**config.mk**
```make
export PLATFORM = sky130hd
export DESIGN_NAME = prio_deadtime_gen
export DESIGN_NICKNAME = d
export VERILOG_FILES = /design/src/rtl/pidt_pkg.sv /design/src/rtl/pidt_glitch_filter.sv /design/src/rtl/pidt_datapath.sv /design/src/rtl/pidt_control.sv /design/src/rtl/prio_deadtime_gen.sv
export SDC_FILE = /design/constraint.sdc
export NUM_CORES = 1
export LEC_CHECK = 0
export BUFFER_PORTS_ARGS = -buffer_cell sky130_fd_sc_hd__clkbuf_2
export CORE_UTILIZATION = 56
export DETAILED_ROUTE_END_ITERATION = 16
export GPL_ROUTABILITY_DRIVEN = 0
export GPL_TIMING_DRIVEN = 0
export MAX_ROUTING_LAYER = met4
export PLACE_DENSITY = 0.82
export SETUP_SLACK_MARGIN = 0.15
export SLEW_MARGIN = 20
export SYNTH_ARGS = -nofsm -noshare
export SYNTH_HDL_FRONTEND = slang
export SYNTH_SLANG_ARGS = --single-unit
```
**constraint.sdc**
```tcl
create_clock -name clk -period 1.5 [get_ports clk]
set_input_delay 0.225 -clock clk [delete_from_list [all_inputs] [get_ports clk]]
set_output_delay 0.225 -clock clk [all_outputs]
set_load 0.005 [all_outputs]
```
**src/rtl/pidt_pkg.sv**
```systemverilog
package pidt_pkg;

  // Per-cycle decisions from the control to the datapath.
  typedef struct packed {
    logic clrGap;  // restart the dark-time counter
    logic nextA;   // registered A drive for the next cycle
    logic nextB;   // registered B drive for the next cycle
  } pidt_strobe_t;

  // Filter threshold chosen midway between the reject and accept limits.
  function automatic int filtThresh(input int rejCyc, input int accCyc);
    return (rejCyc + accCyc) / 2;
  endfunction

endpackage

```
**src/rtl/pidt_glitch_filter.sv**
```systemverilog
module pidt_glitch_filter #(
  parameter int THRESH = 22
) (
  input  logic clk,
  input  logic rstN,
  input  logic rawIn,
  output logic level
);
  localparam int CW = $clog2(THRESH + 1);
  localparam logic [CW-1:0] RUN_LAST = CW'(THRESH - 1);

  logic [CW-1:0] runCnt;

  // Level follows the input only after THRESH consecutive differing samples;
  // both edges see the same latency, so pulse width is preserved.
  always_ff @(posedge clk or negedge rstN) begin
    if (!rstN) begin
      level  <= 1'b0;
      runCnt <= '0;
    end else if (rawIn == level) begin
      runCnt <= '0;
    end else if (runCnt == RUN_LAST) begin
      level  <= rawIn;
      runCnt <= '0;
    end else begin
      runCnt <= runCnt + CW'(1);
    end
  end
endmodule

```
**src/rtl/pidt_datapath.sv**
```systemverilog
module pidt_datapath
  import pidt_pkg::*;
#(
  parameter int DEAD_CYC = 40,
  parameter int THRESH   = 22
) (
  input  logic         clk,
  input  logic         rstN,
  input  logic [1:0]   rawIn,
  input  pidt_strobe_t stb,
  output logic [1:0]   filt,
  output logic [1:0]   drv,
  output logic         gapDone
);
  localparam int GW = $clog2(DEAD_CYC);
  localparam logic [GW-1:0] GAP_TOP = GW'(DEAD_CYC - 1);

  logic [GW-1:0] gapCnt;

  for (genvar ch = 0; ch < 2; ch++) begin : g_filt
    pidt_glitch_filter #(.THRESH(THRESH)) u_flt (
      .clk   (clk),
      .rstN  (rstN),
      .rawIn (rawIn[ch]),
      .level (filt[ch])
    );
  end

  // Counts cycles with the bridge dark and no stop, saturating one short
  // of the dead time so the turn-on edge lands exactly on DEAD_CYC.
  always_ff @(posedge clk or negedge rstN) begin
    if (!rstN) begin
      gapCnt <= '0;
    end else if (stb.clrGap) begin
      gapCnt <= '0;
    end else if (gapCnt != GAP_TOP) begin
      gapCnt <= gapCnt + GW'(1);
    end
  end

  always_ff @(posedge clk or negedge rstN) begin
    if (!rstN) begin
      drv <= 2'b00;
    end else begin
      drv <= {stb.nextB, stb.nextA};
    end
  end

  assign gapDone = (drv == 2'b00) && (gapCnt == GAP_TOP);
endmodule

```
**src/rtl/pidt_control.sv**
```systemverilog
module pidt_control
  import pidt_pkg::*;
(
  input  logic [1:0]   filt,
  input  logic [1:0]   drv,
  input  logic         gapDone,
  input  logic         stopBoth,
  input  logic [1:0]   stopCh,
  output pidt_strobe_t stb,
  output logic [1:0]   holdOff
);
  logic reqA;
  logic reqB;

  always_comb begin
    holdOff = {stopBoth | stopCh[1], stopBoth | stopCh[0]};
    // A wins outright; B is only considered while filtered A is low.
    reqA = filt[0] & ~holdOff[0];
    reqB = filt[1] & ~filt[0] & ~holdOff[1];
    stb.nextA  = reqA & (drv[0] | gapDone);
    stb.nextB  = reqB & (drv[1] | gapDone);
    stb.clrGap = drv[0] | drv[1] | (|holdOff);
  end
endmodule

```
**src/rtl/prio_deadtime_gen.sv**
```systemverilog
module prio_deadtime_gen
  import pidt_pkg::*;
#(
  parameter int DEAD_CYC   = 40,
  parameter int REJECT_CYC = 10,
  parameter int ACCEPT_CYC = 35
) (
  input  logic       clk,
  input  logic       rstN,
  input  logic       inA,
  input  logic       inB,
  input  logic       stopBoth,
  input  logic [1:0] stopCh,
  output logic       gateACmd,
  output logic       gateBCmd
);
  localparam int THRESH = filtThresh(REJECT_CYC, ACCEPT_CYC);

  pidt_strobe_t stb;
  logic [1:0]   filt;
  logic [1:0]   drv;
  logic [1:0]   holdOff;
  logic         gapDone;

  pidt_datapath #(.DEAD_CYC(DEAD_CYC), .THRESH(THRESH)) u_dp (
    .clk     (clk),
    .rstN    (rstN),
    .rawIn   ({inB, inA}),
    .stb     (stb),
    .filt    (filt),
    .drv     (drv),
    .gapDone (gapDone)
  );

  pidt_control u_ctl (
    .filt     (filt),
    .drv      (drv),
    .gapDone  (gapDone),
    .stopBoth (stopBoth),
    .stopCh   (stopCh),
    .stb      (stb),
    .holdOff  (holdOff)
  );

  assign gateACmd = drv[0] & ~holdOff[0];
  assign gateBCmd = drv[1] & ~holdOff[1];
endmodule

```
==> results.md, run 1 <==
- Critical path cell sequence: or3b_4, o21ai_0, a21oi_1
- Worst r2r dst: u_dp.gapCnt[1]
- CP arrival: 1.45 ns
- CTS Hold Buffers Added: 1
- Fill cells: 120
- CP Capture Type: register
- Routed vias/inst: 5.521
- Synth Flop Type: dfrtp_1
- DR DRC count: 0
- Ys async rst share: 1.000
- Pre-CTS setup slack: 0.2553 ns
- Layout cells sized above 1: 0.1584
- Row cnt: 14
- CP top delay family: flip-flops
- FF-to-FF setup slack: 0.23 ns
- Drt first pass iters: 5
- Avg Cell Area, Syn: 10.75 um2
- Vias in the first global route: 662
- Unrepaired setup endpoints after global routing: false
- H-tree Lvls: 1
- Dpl hpwl: 1124 um
- Worst setup SP type: register
- Final setup vio count: 0
- CP Class: reg -> reg
- Highest-count cells in the layout ignoring fill and taps: dfrtp_1, nor2_1, xor2_1, clkbuf_2, nand3_1
- Final period utilization: 0.8449
- Clk buf depth: 2
- Min-Delay Path Class: in -> reg
- Hold depth: 2
- Cell area after synthesis: 945.9 um2
- GRT Total Usage: 0.2070
- Sequential element share of the synthesized area: 0.5291
- Setup Skew: 0.003182 ns
- Post-Synthesis Cells: 88
- Die ar.: 0.001858 mm2
- Post-route ant nets: 0
- Crit-path slowest cell: dfrtp_1
- Die height: 43.10 um
- Via Count: 646
- Routed WL: 1532 um
- DRT iter0 DRCs: 16
- Final hold slack: 0.1913 ns
- Initial antenna violation count: 0
- # IOs: 9
- Final hold violation count: 0
- Min-delay src: inA
- Max Cap Viol: 0
- Multi-input logic area: 434.2 um2
- Resize count post-CTS: 0
- Area grow syn2layout: 12.96%
- First-pass GRT wire length: 2808 um
- Pleak: 0.5157 nW
- Port Buffers: 8
- CTS buffer count: 3
- Most common cell after layout, fill and taps aside: dfrtp_1
- CTS clk-pin slew, worst paths: 0.11 ns
- Worst Slack Setup Final: 0.2326 ns
- Grt ovf: 0
- Final Critical Period: 1.267 ns
- YS warnings: 0
- FMAX: 789.0 MHz
- Peak supply drop: 0.0007333 V
- CTS Root Cell: clkbuf_4
- WL/cell: 13.09 um
- R2R depth: 3
- Worst path required time: 1.68 ns
- Power per cell area: 1049 mW/mm2
- Worst Tran Pin Value: 0.4907 ns
- Largest net degree at the start of global routing: 21
- Status: complete, no violations
- CTS tree: done
- Clk Latency, worst-skew pair: 0.29 ns
- WP buf/inv: 0
- Die X-Extent: 43.10 um
- Slowest cell delay on critical path: 0.45 ns
- Setup Fix Bufs, Post-CTS: 0
- Final net count: 114
- Post-Syn Nets: 100
- Ant. Diodes: 0
- Reg-to-reg startpoint: u_dp.gapCnt[3]
- TNS Setup: 0 ns
- Max-slew violation count: 0
- Synth cell types: 22
- Sequential cell area: 500.5 um2
- Relative slew slack: 0.6729
- Placeable Area: 0.001541 mm2
- Post-synthesis register bit count: 20
- Clk sinks: 20
- Initial Util: 0.6136
- Min-Delay Endpoint: u_dp.g_filt[0].u_flt.level
- Post-synth EDFFs: 0
- Total design power: 1.120 mW
- CP Max Fanout: 5
-- how the worst max path moves through the flow --
stage,startpoint,endpoint,depth (start not counted)
after floorplan,u_dp.gapCnt[3],u_dp.gapCnt[1],3
after global placement,u_dp.gapCnt[3],u_dp.gapCnt[1],3
after detailed placement,u_dp.gapCnt[3],u_dp.drv[1],3
after CTS,u_dp.gapCnt[3],u_dp.drv[1],3
after global routing,u_dp.gapCnt[3],u_dp.gapCnt[1],3
final,u_dp.gapCnt[3],u_dp.gapCnt[1],3
-- synth_stat cells (3+ instances only) --
cell type  number  area, um2
dfrtp_1        20      500.5
and2_1          3      18.77
nand2_1         5      18.77
ha_1            5      62.56
nor2_1         14      52.55
xor2_1          8      70.07
inv_1           3      11.26
nand3_1         7      35.03
nor3_1          4      20.02
-- report_power, final --
group / switching (mW) / internal (mW) / total (mW) / leakage (nW)
Combinational: 0.0528 / 0.0417 / 0.0945 / 0.219
Sequential: 0.0300 / 0.569 / 0.599 / 0.269
Clock: 0.157 / 0.270 / 0.427 / 0.0279
Total: 0.240 / 0.881 / 1.12 / 0.516
-- final cells by class --
class | count | share of cell area
timing repair buffer | 9 | 0.04684
inverter | 3 | 0.01054
tap | 16 | 0.01874
clock buffer | 3 | 0.02108
multi-input combinational | 65 | 0.4063
sequential | 20 | 0.4684
clock inverter | 1 | 0.02810
-- registers in the layout (all words and copies together), names as in the netlist --
signal,cells
u_dp.drv,2
u_dp.g_filt.u_flt.level,2
u_dp.g_filt.u_flt.runCnt,10
u_dp.gapCnt,6
-- logic make-up after synthesis --
group / count (synthesis) / share of synthesized area
muxes: 2 / 0.02381
adders and majority gates: 5 / 0.06614
AOI/OAI and AO/OA: 9 / 0.06746
DFF: 20 / 0.5291
buffers and inverters: 3 / 0.01190
xor gates and xnor gates: 10 / 0.09260
and+or+nand+nor: 39 / 0.2090
-- per-layer routing --
layer  share of wire  global-route usage
met4               0             0.06061
met5               0                   -
met1            0.48              0.2869
met3           0.023             0.02979
met2            0.49              0.3194
-- metrics by stage --
step / utilization / cells / area [um2]
final: 0.6932 / 117 / 1069
after global routing: 0.6932 / 117 / 1069
after CTS: 0.6932 / 117 / 1069
after detailed placement: 0.6526 / 112 / 1006
after global placement: 0.6526 / 112 / 1006
after floorplan: - / 88 / 945.9
Power figures use the tool's default switching activity.
==> inputs of run 2 (changes only) <==
==> constraint.sdc (replaced) <==
create_clock -name clk -period 1.3 [get_ports clk]
set_input_delay 0.195 -clock clk [delete_from_list [all_inputs] [get_ports clk]]
set_output_delay 0.195 -clock clk [all_outputs]
set_load 0.005 [all_outputs]
==> results.md, run 2 (synthesis gave the netlist of run 1 again) <==
- Port Buffers: 8 (unchanged)
- Relative slew slack: 0.6767 (was 0.6729)
- Registers with the most flip-flops: u_dp.g_filt.u_flt.runCnt: 10 flops, u_dp.gapCnt: 6 flops (unchanged)
- Peak supply drop: 0.0008437 V (was 0.0007333 V)
- WL/cell: 16.42 um (was 13.09 um)
- Max Cap Viol: 0 (unchanged)
- Row cnt: 14 (unchanged)
- Setup Skew: 0.006283 ns (was 0.003182 ns)
- Power per cell area: 984.0 mW/mm2 (was 1049 mW/mm2)
- Routed WL: 2151 um (was 1532 um)
- Final hold slack: 0.1487 ns (was 0.1913 ns)
- Clk buf depth: 2 (unchanged)
- Final period utilization: 0.9674 (was 0.8449)
- CTS clk-pin slew, worst paths: 0.11 ns (about the same)
- Cell Count Post-Placement: 112 (unchanged)
- Via Count: 751 (was 646)
- Final setup vio count: 0 (unchanged)
- Final hold violation count: 0 (unchanged)
- Post-route ant nets: 0 (unchanged)
- Fill cells: 99 (was 120)
- Clk sinks: 20 (unchanged)
- Placeable Area: 0.001541 mm2 (unchanged)
- First-pass GRT wire length: 3132 um (was 2808 um)
- # IOs: 9 (unchanged)
- FMAX: 795.1 MHz (was 789.0 MHz)
- Most common cell after layout, fill and taps aside: dfrtp_1 (unchanged)
- TNS Setup: 0 ns (unchanged)
- Clk Latency, worst-skew pair: 0.30 ns (was 0.29 ns)
- Worst path required time: 1.54 ns (was 1.68 ns)
- GRT Total Usage: 0.2461 (was 0.2070)
- Initial antenna violation count: 0 (unchanged)
- CTS buffer count: 3 (unchanged)
- CP Max Fanout: 5 (unchanged)
- Critical path cell sequence: or3b_4, nor3_4, o2111a_1 (was or3b_4, o21ai_0, a21oi_1)
- CTS Root Cell: clkbuf_4 (unchanged)
- Design Area, Final: 0.001234 mm2 (was 0.001069 mm2)
- Area grow syn2layout: 30.42% (was 12.96%)
- Dpl hpwl: 1116 um (was 1124 um)
- Grt ovf: 0 (unchanged)
- Min-Delay Path Class: in -> reg (unchanged)
- Crit-path slowest cell: or3b_4 (was dfrtp_1)
- CP arrival: 1.49 ns (was 1.45 ns)
- Worst setup SP type: register (unchanged)
- Worst Slack Setup Final: 0.04232 ns (was 0.2326 ns)
- Status: complete, no violations (unchanged)
- Largest net degree at the start of global routing: 21 (unchanged)
- CTS tree: done (unchanged)
- Non-filler cells, final: 131 (was 117)
- Ant. Diodes: 0 (unchanged)
- DRT iter0 DRCs: 27 (was 16)
- Dpl cell area: 0.001006 mm2 (unchanged)
- Unrepaired setup endpoints after global routing: true (was false)
- Pre-CTS setup slack: 0.08073 ns (was 0.2553 ns)
- WP buf/inv: 0 (unchanged)
- Max reg flops: 10 (unchanged)
- Top reg by flops: u_dp.g_filt.u_flt.runCnt (unchanged)
- Pleak: 0.5890 nW (was 0.5157 nW)
- CP Class: reg -> reg (unchanged)
- CP top delay family: simple AND/OR/NAND/NOR gates (was flip-flops)
- Drt first pass iters: 4 (was 5)
- Layout cells sized above 1: 0.3826 (was 0.1584)
- Die height: 43.10 um (unchanged)
- Final net count: 128 (was 114)
- Final Critical Period: 1.258 ns (was 1.267 ns)
- Max-slew violation count: 0 (unchanged)
- Worst Tran Pin Value: 0.4850 ns (was 0.4907 ns)
- Slowest cell delay on critical path: 0.45 ns (about the same)
- Highest-count cells in the layout ignoring fill and taps: dfrtp_1, buf_4, nor2_1 (was dfrtp_1, nor2_1, xor2_1, clkbuf_2, nand3_1)
- DR DRC count: 0 (unchanged)
- Die ar.: 0.001858 mm2 (unchanged)
- Initial Util: 0.6136 (unchanged)
- H-tree Lvls: 1 (unchanged)
- Routed vias/inst: 5.733 (was 5.521)
- Die X-Extent: 43.10 um (unchanged)
- Vias in the first global route: 706 (was 662)
- CP Capture Type: register (unchanged)
[run 2: cell count changes in the layout (fill, tap and decap cells not counted), moves of 2 or more]
| cell | change |
|---|---|
| ha_1 | -3 |
| nor2_1 | -2 |
| ha_2 | +2 |
| nand2_2 | +3 |
| buf_4 | +13 |
| nand2_1 | -3 |
| nor2_2 | +2 |
[run 2: what timing repair did]
| item | CTS | global route |
|---|---|---|
| hold buffers | 1 | 0 |
| endpoints found under the setup margin | 12 | 21 |
| cloned | 0 | 0 |
| setup buffers | 10 | 4 |
| pin swaps | 0 | 8 |
| endpoints found under the hold margin | 20 | 0 |
| gates resized for setup | 4 | 16 |
[run 2: path summary, 6_finish.rpt]
| check | endpoint | from | slack (ns) | cells after the start |
|---|---|---|---|---|
| setup / recovery | u_dp.drv[1] | u_dp.gapCnt[4] | 0.04 | 3 |
| hold / removal | u_dp.g_filt[1].u_flt.level | inB | 0.15 | 2 |
| setup reg to reg | u_dp.drv[1] | u_dp.gapCnt[4] | 0.04 | 3 |
| hold reg to reg | u_dp.g_filt[0].u_flt.runCnt[1] | u_dp.g_filt[0].u_flt.runCnt[0] | 0.57 | 2 |
| max in group asynchronous | u_dp.g_filt[0].u_flt.runCnt[4] | rstN | 0.59 | 2 |
| min in group asynchronous | u_dp.g_filt[1].u_flt.runCnt[2] | rstN | 0.37 | 2 |
[run 2: where the power goes]
group	leakage, nW	switching, mW	internal (mW)
clock	0.0210	0.187	0.171
combinational	0.299	0.0856	0.0809
sequential	0.269	0.0337	0.656
total	0.589	0.306	0.908
[run 2: stage by stage]
stage | total power, mW | util
global route | 1.264 | 0.8003
CTS | 1.196 | 0.7386
finish | 1.214 | 0.8003
global placement | 0.8018 | 0.6526
detailed placement | 0.8087 | 0.6526
floorplan | 0.7668 | -
[run 2: final cells by class]
cell class,count,area (um2),area share
Sequential cell,20,500.5,0.4057
Tap cell,16,20.02,0.01623
Clock buffer,4,36.28,0.02941
Inverter,3,11.26,0.009128
Timing Repair Buffer,23,158.9,0.1288
Multi-Input combinational cell,65,506.7,0.4108
[run 2: per-layer routing]
layer  track usage  vias to the layer above  routed length, um
li1              -                      358                  -
met1        0.3023                      363                895
met2        0.3791                       26               1132
met3       0.07234                        4                 94
met4        0.1030                        0                 29
met5             -                        -                  0
==> inputs of run 3 (changes only) <==
--- a/config.mk
+++ b/config.mk
@@ -5,7 +5,7 @@
 export SDC_FILE = /design/constraint.sdc
 export NUM_CORES = 1
 export LEC_CHECK = 0
-export BUFFER_PORTS_ARGS = -buffer_cell sky130_fd_sc_hd__clkbuf_2
+export BUFFER_PORTS_ARGS = -buffer_cell sky130_fd_sc_hd__buf_4
 export CORE_UTILIZATION = 56
 export DETAILED_ROUTE_END_ITERATION = 16
 export GPL_ROUTABILITY_DRIVEN = 0
==> constraint.sdc (replaced) <==
create_clock -name clk -period 1.3 [get_ports clk]
set_input_delay 0.195 -clock clk [delete_from_list [all_inputs] [get_ports clk]]
set_output_delay 0.195 -clock clk [all_outputs]
set_load 0.05 [all_outputs]
==> results.md, run 3 (synthesis gave the netlist of run 1 again) <==
- Status: complete, no violations (unchanged)
- Worst path required time: 1.52 ns (was 1.54 ns)
- P_int: 0.9410 mW (was 0.9079 mW)
- Most common cell after layout, fill and taps aside: dfrtp_1 (unchanged)
- Highest-count cells in the layout ignoring fill and taps: dfrtp_1, buf_4, nor2_1 (unchanged)
- Sw frac: 0.2604 (was 0.2520)
- Final setup vio count: 0 (unchanged)
- TNS Setup: 0 ns (unchanged)
- CP arrival: 1.51 ns (was 1.49 ns)
- Worst r2r dst: u_dp.gapCnt[0] (was u_dp.drv[1])
- Power per cell area: 990.0 mW/mm2 (was 984.0 mW/mm2)
- FMAX: 775.3 MHz (was 795.1 MHz)
- CTS buffer count: 3 (unchanged)
- CTS tree: done (unchanged)
- Relative slew slack: 0.7939 (was 0.6767)
- Max-slew violation count: 0 (unchanged)
- FF-to-FF setup slack: 0.01 ns (was 0.04 ns)
- Layout cells sized above 1: 0.4348 (was 0.3826)
- Non-filler cells, final: 131 (unchanged)
- Top reg by flops: u_dp.g_filt.u_flt.runCnt (unchanged)
- DRT iter0 DRCs: 25 (was 27)
- Setup Skew: 0.003308 ns (was 0.006283 ns)
- Die X-Extent: 43.10 um (unchanged)
- First-pass GRT wire length: 3098 um (was 3132 um)
- WL/cell: 17.47 um (was 16.42 um)
- Row cnt: 14 (unchanged)
- Combinational fraction of design power: 0.167 (was 0.137)
- Clock share of power: 0.287 (was 0.294)
- Placeable Area: 0.001541 mm2 (unchanged)
- Reg-to-reg startpoint: u_dp.gapCnt[4] (unchanged)
- R2R depth: 4 (was 3)
- Met3 usage: 0.07660 (was 0.07234)
- Final net count: 128 (unchanged)
- Launch point of the worst path: u_dp.gapCnt[4] (unchanged)
- Total design power: 1.272 mW (was 1.214 mW)
- Gr busiest metal: met2 (unchanged)
- H-tree Lvls: 1 (unchanged)
- CTS clk-pin slew, worst paths: 0.11 ns (about the same)
- Largest net degree at the start of global routing: 21 (unchanged)
- Clk buf depth: 2 (unchanged)
- CTS Root Cell: clkbuf_4 (unchanged)
- Grt ovf: 0 (unchanged)
- Port Buffers: 8 (unchanged)
- Cell Count Post-Placement: 112 (unchanged)
- Vias in the first global route: 723 (was 706)
- Max reg flops: 10 (unchanged)
- Initial Util: 0.6136 (unchanged)
- Registers with the most flip-flops: u_dp.g_filt.u_flt.runCnt: 10 flops, u_dp.gapCnt: 6 flops (unchanged)
- Initial antenna violation count: 0 (unchanged)
- Final hold violation count: 0 (unchanged)
- Worst Tran Pin Value: 0.3078 ns (was 0.4850 ns)
- Met1 usage: 0.2934 (was 0.3023)
- Max Cap Viol: 0 (unchanged)
- Routed vias/inst: 5.885 (was 5.733)
- Ant. Diodes: 0 (unchanged)
- # IOs: 9 (unchanged)
- Final Critical Period: 1.290 ns (was 1.258 ns)
- Routed WL: 2289 um (was 2151 um)
- Sequential fraction of design power: 0.546 (was 0.569)
- CP Max Fanout: 3 (was 5)
- CP Capture Type: register (unchanged)
- Pleak: 0.6104 nW (was 0.5890 nW)
- Via Count: 771 (was 751)
- CP Class: reg -> reg (unchanged)
- Clk Latency, worst-skew pair: 0.31 ns (was 0.30 ns)
- Drt first pass iters: 4 (unchanged)
- CP endpoint: u_dp.gapCnt[0] (was u_dp.drv[1])
- Unrepaired setup endpoints after global routing: true (unchanged)
- DR DRC count: 0 (unchanged)
- GRT met2 Usage: 0.3761 (was 0.3791)
- Peak supply drop: 0.001094 V (was 0.0008437 V)
- Min-Delay Path Class: in -> reg (unchanged)
- NetSw: 0.3312 mW (was 0.3059 mW)
- Dpl hpwl: 1187 um (was 1116 um)
- Die ar.: 0.001858 mm2 (unchanged)
- Post-route ant nets: 0 (unchanged)
- Die height: 43.10 um (unchanged)
- Final period utilization: 0.9921 (was 0.9674)
- GRT Total Usage: 0.2385 (was 0.2461)
- Clk sinks: 20 (unchanged)
- Worst setup SP type: register (unchanged)
- Area grow syn2layout: 35.85% (was 30.42%)
## run 3: changes by cell type in the layout (fill, tap and decap cells not counted), moves of 2 or more
cell and delta:
and2_1 -2, and2_4 +2, buf_4 +5, buf_6 +3
clkbuf_2 -8, nor2_1 +2, nor2_2 -2, nor3_1 -2
nor3_2 +3
## run 3: layout make-up
class | instances | area (um2)
clock buffers | 4 | 36.28
fillers | 86 | 256.5
inverters | 3 | 11.26
multi-input cells | 65 | 525.5
flip-flops and latches | 20 | 501.7
well taps | 16 | 20.02
repair buffers | 23 | 190.2
## run 3: worst max-delay path, cell delays in order (launching register included)
cell      delay (ns)
dfrtp_1         0.40
buf_4           0.15
nor3b_2         0.29
a21boi_1        0.14
nor3_1          0.22
## run 3: per-stage QoR
step                      hold WS (ns)  cell area (um2)  utilization  worst slack (ns)
after floorplan                -0.1006            945.9            -            0.1543
after global placement         0.08399             1026       0.6656           0.08431
after detailed placement       0.08549             1026       0.6656           0.03503
after CTS                       0.1353             1171       0.7597           0.07711
after global routing            0.1115             1285       0.8336          -0.04568
final                           0.1252             1285       0.8336           0.01025
## run 3: how the worst min path moves through the flow
stage               start                         end  slack [ns]  depth (start not counted)
global placement     rstN              u_dp.gapCnt[3]        0.08                          1
global route          inA  u_dp.g_filt[0].u_flt.level        0.11                          2
finish                inA  u_dp.g_filt[0].u_flt.level        0.13                          2
detailed placement   rstN              u_dp.gapCnt[3]        0.09                          1
CTS                   inA  u_dp.g_filt[0].u_flt.level        0.14                          2
floorplan            rstN                 u_dp.drv[0]       -0.10                          0
## run 3: power by group through the flow
stage / combinational (mW) / clock, mW / sequential [mW]
after floorplan: 0.0708 / 0 / 0.696
after global placement: 0.106 / 0 / 0.700
after detailed placement: 0.113 / 0 / 0.703
after CTS: 0.157 / 0.360 / 0.683
after global routing: 0.234 / 0.398 / 0.697
final: 0.213 / 0.365 / 0.694
## run 3: timing repair
item | 4_1_cts | 5_1_grt
endpoints found under the setup margin | 10 | 21
resized for setup | 6 | 23
pin swaps | 2 | 4
buffers inserted | 10 | 4
hold buffers | 1 | 0
hold endpoints to repair | 20 | 0
## run 3: routing by layer
layer / share of wire / vias up
met1: 0.39 / 377
met2: 0.52 / 24
met5: 0 / -
met3: 0.047 / 14
met4: 0.035 / 0
li1: - / 356
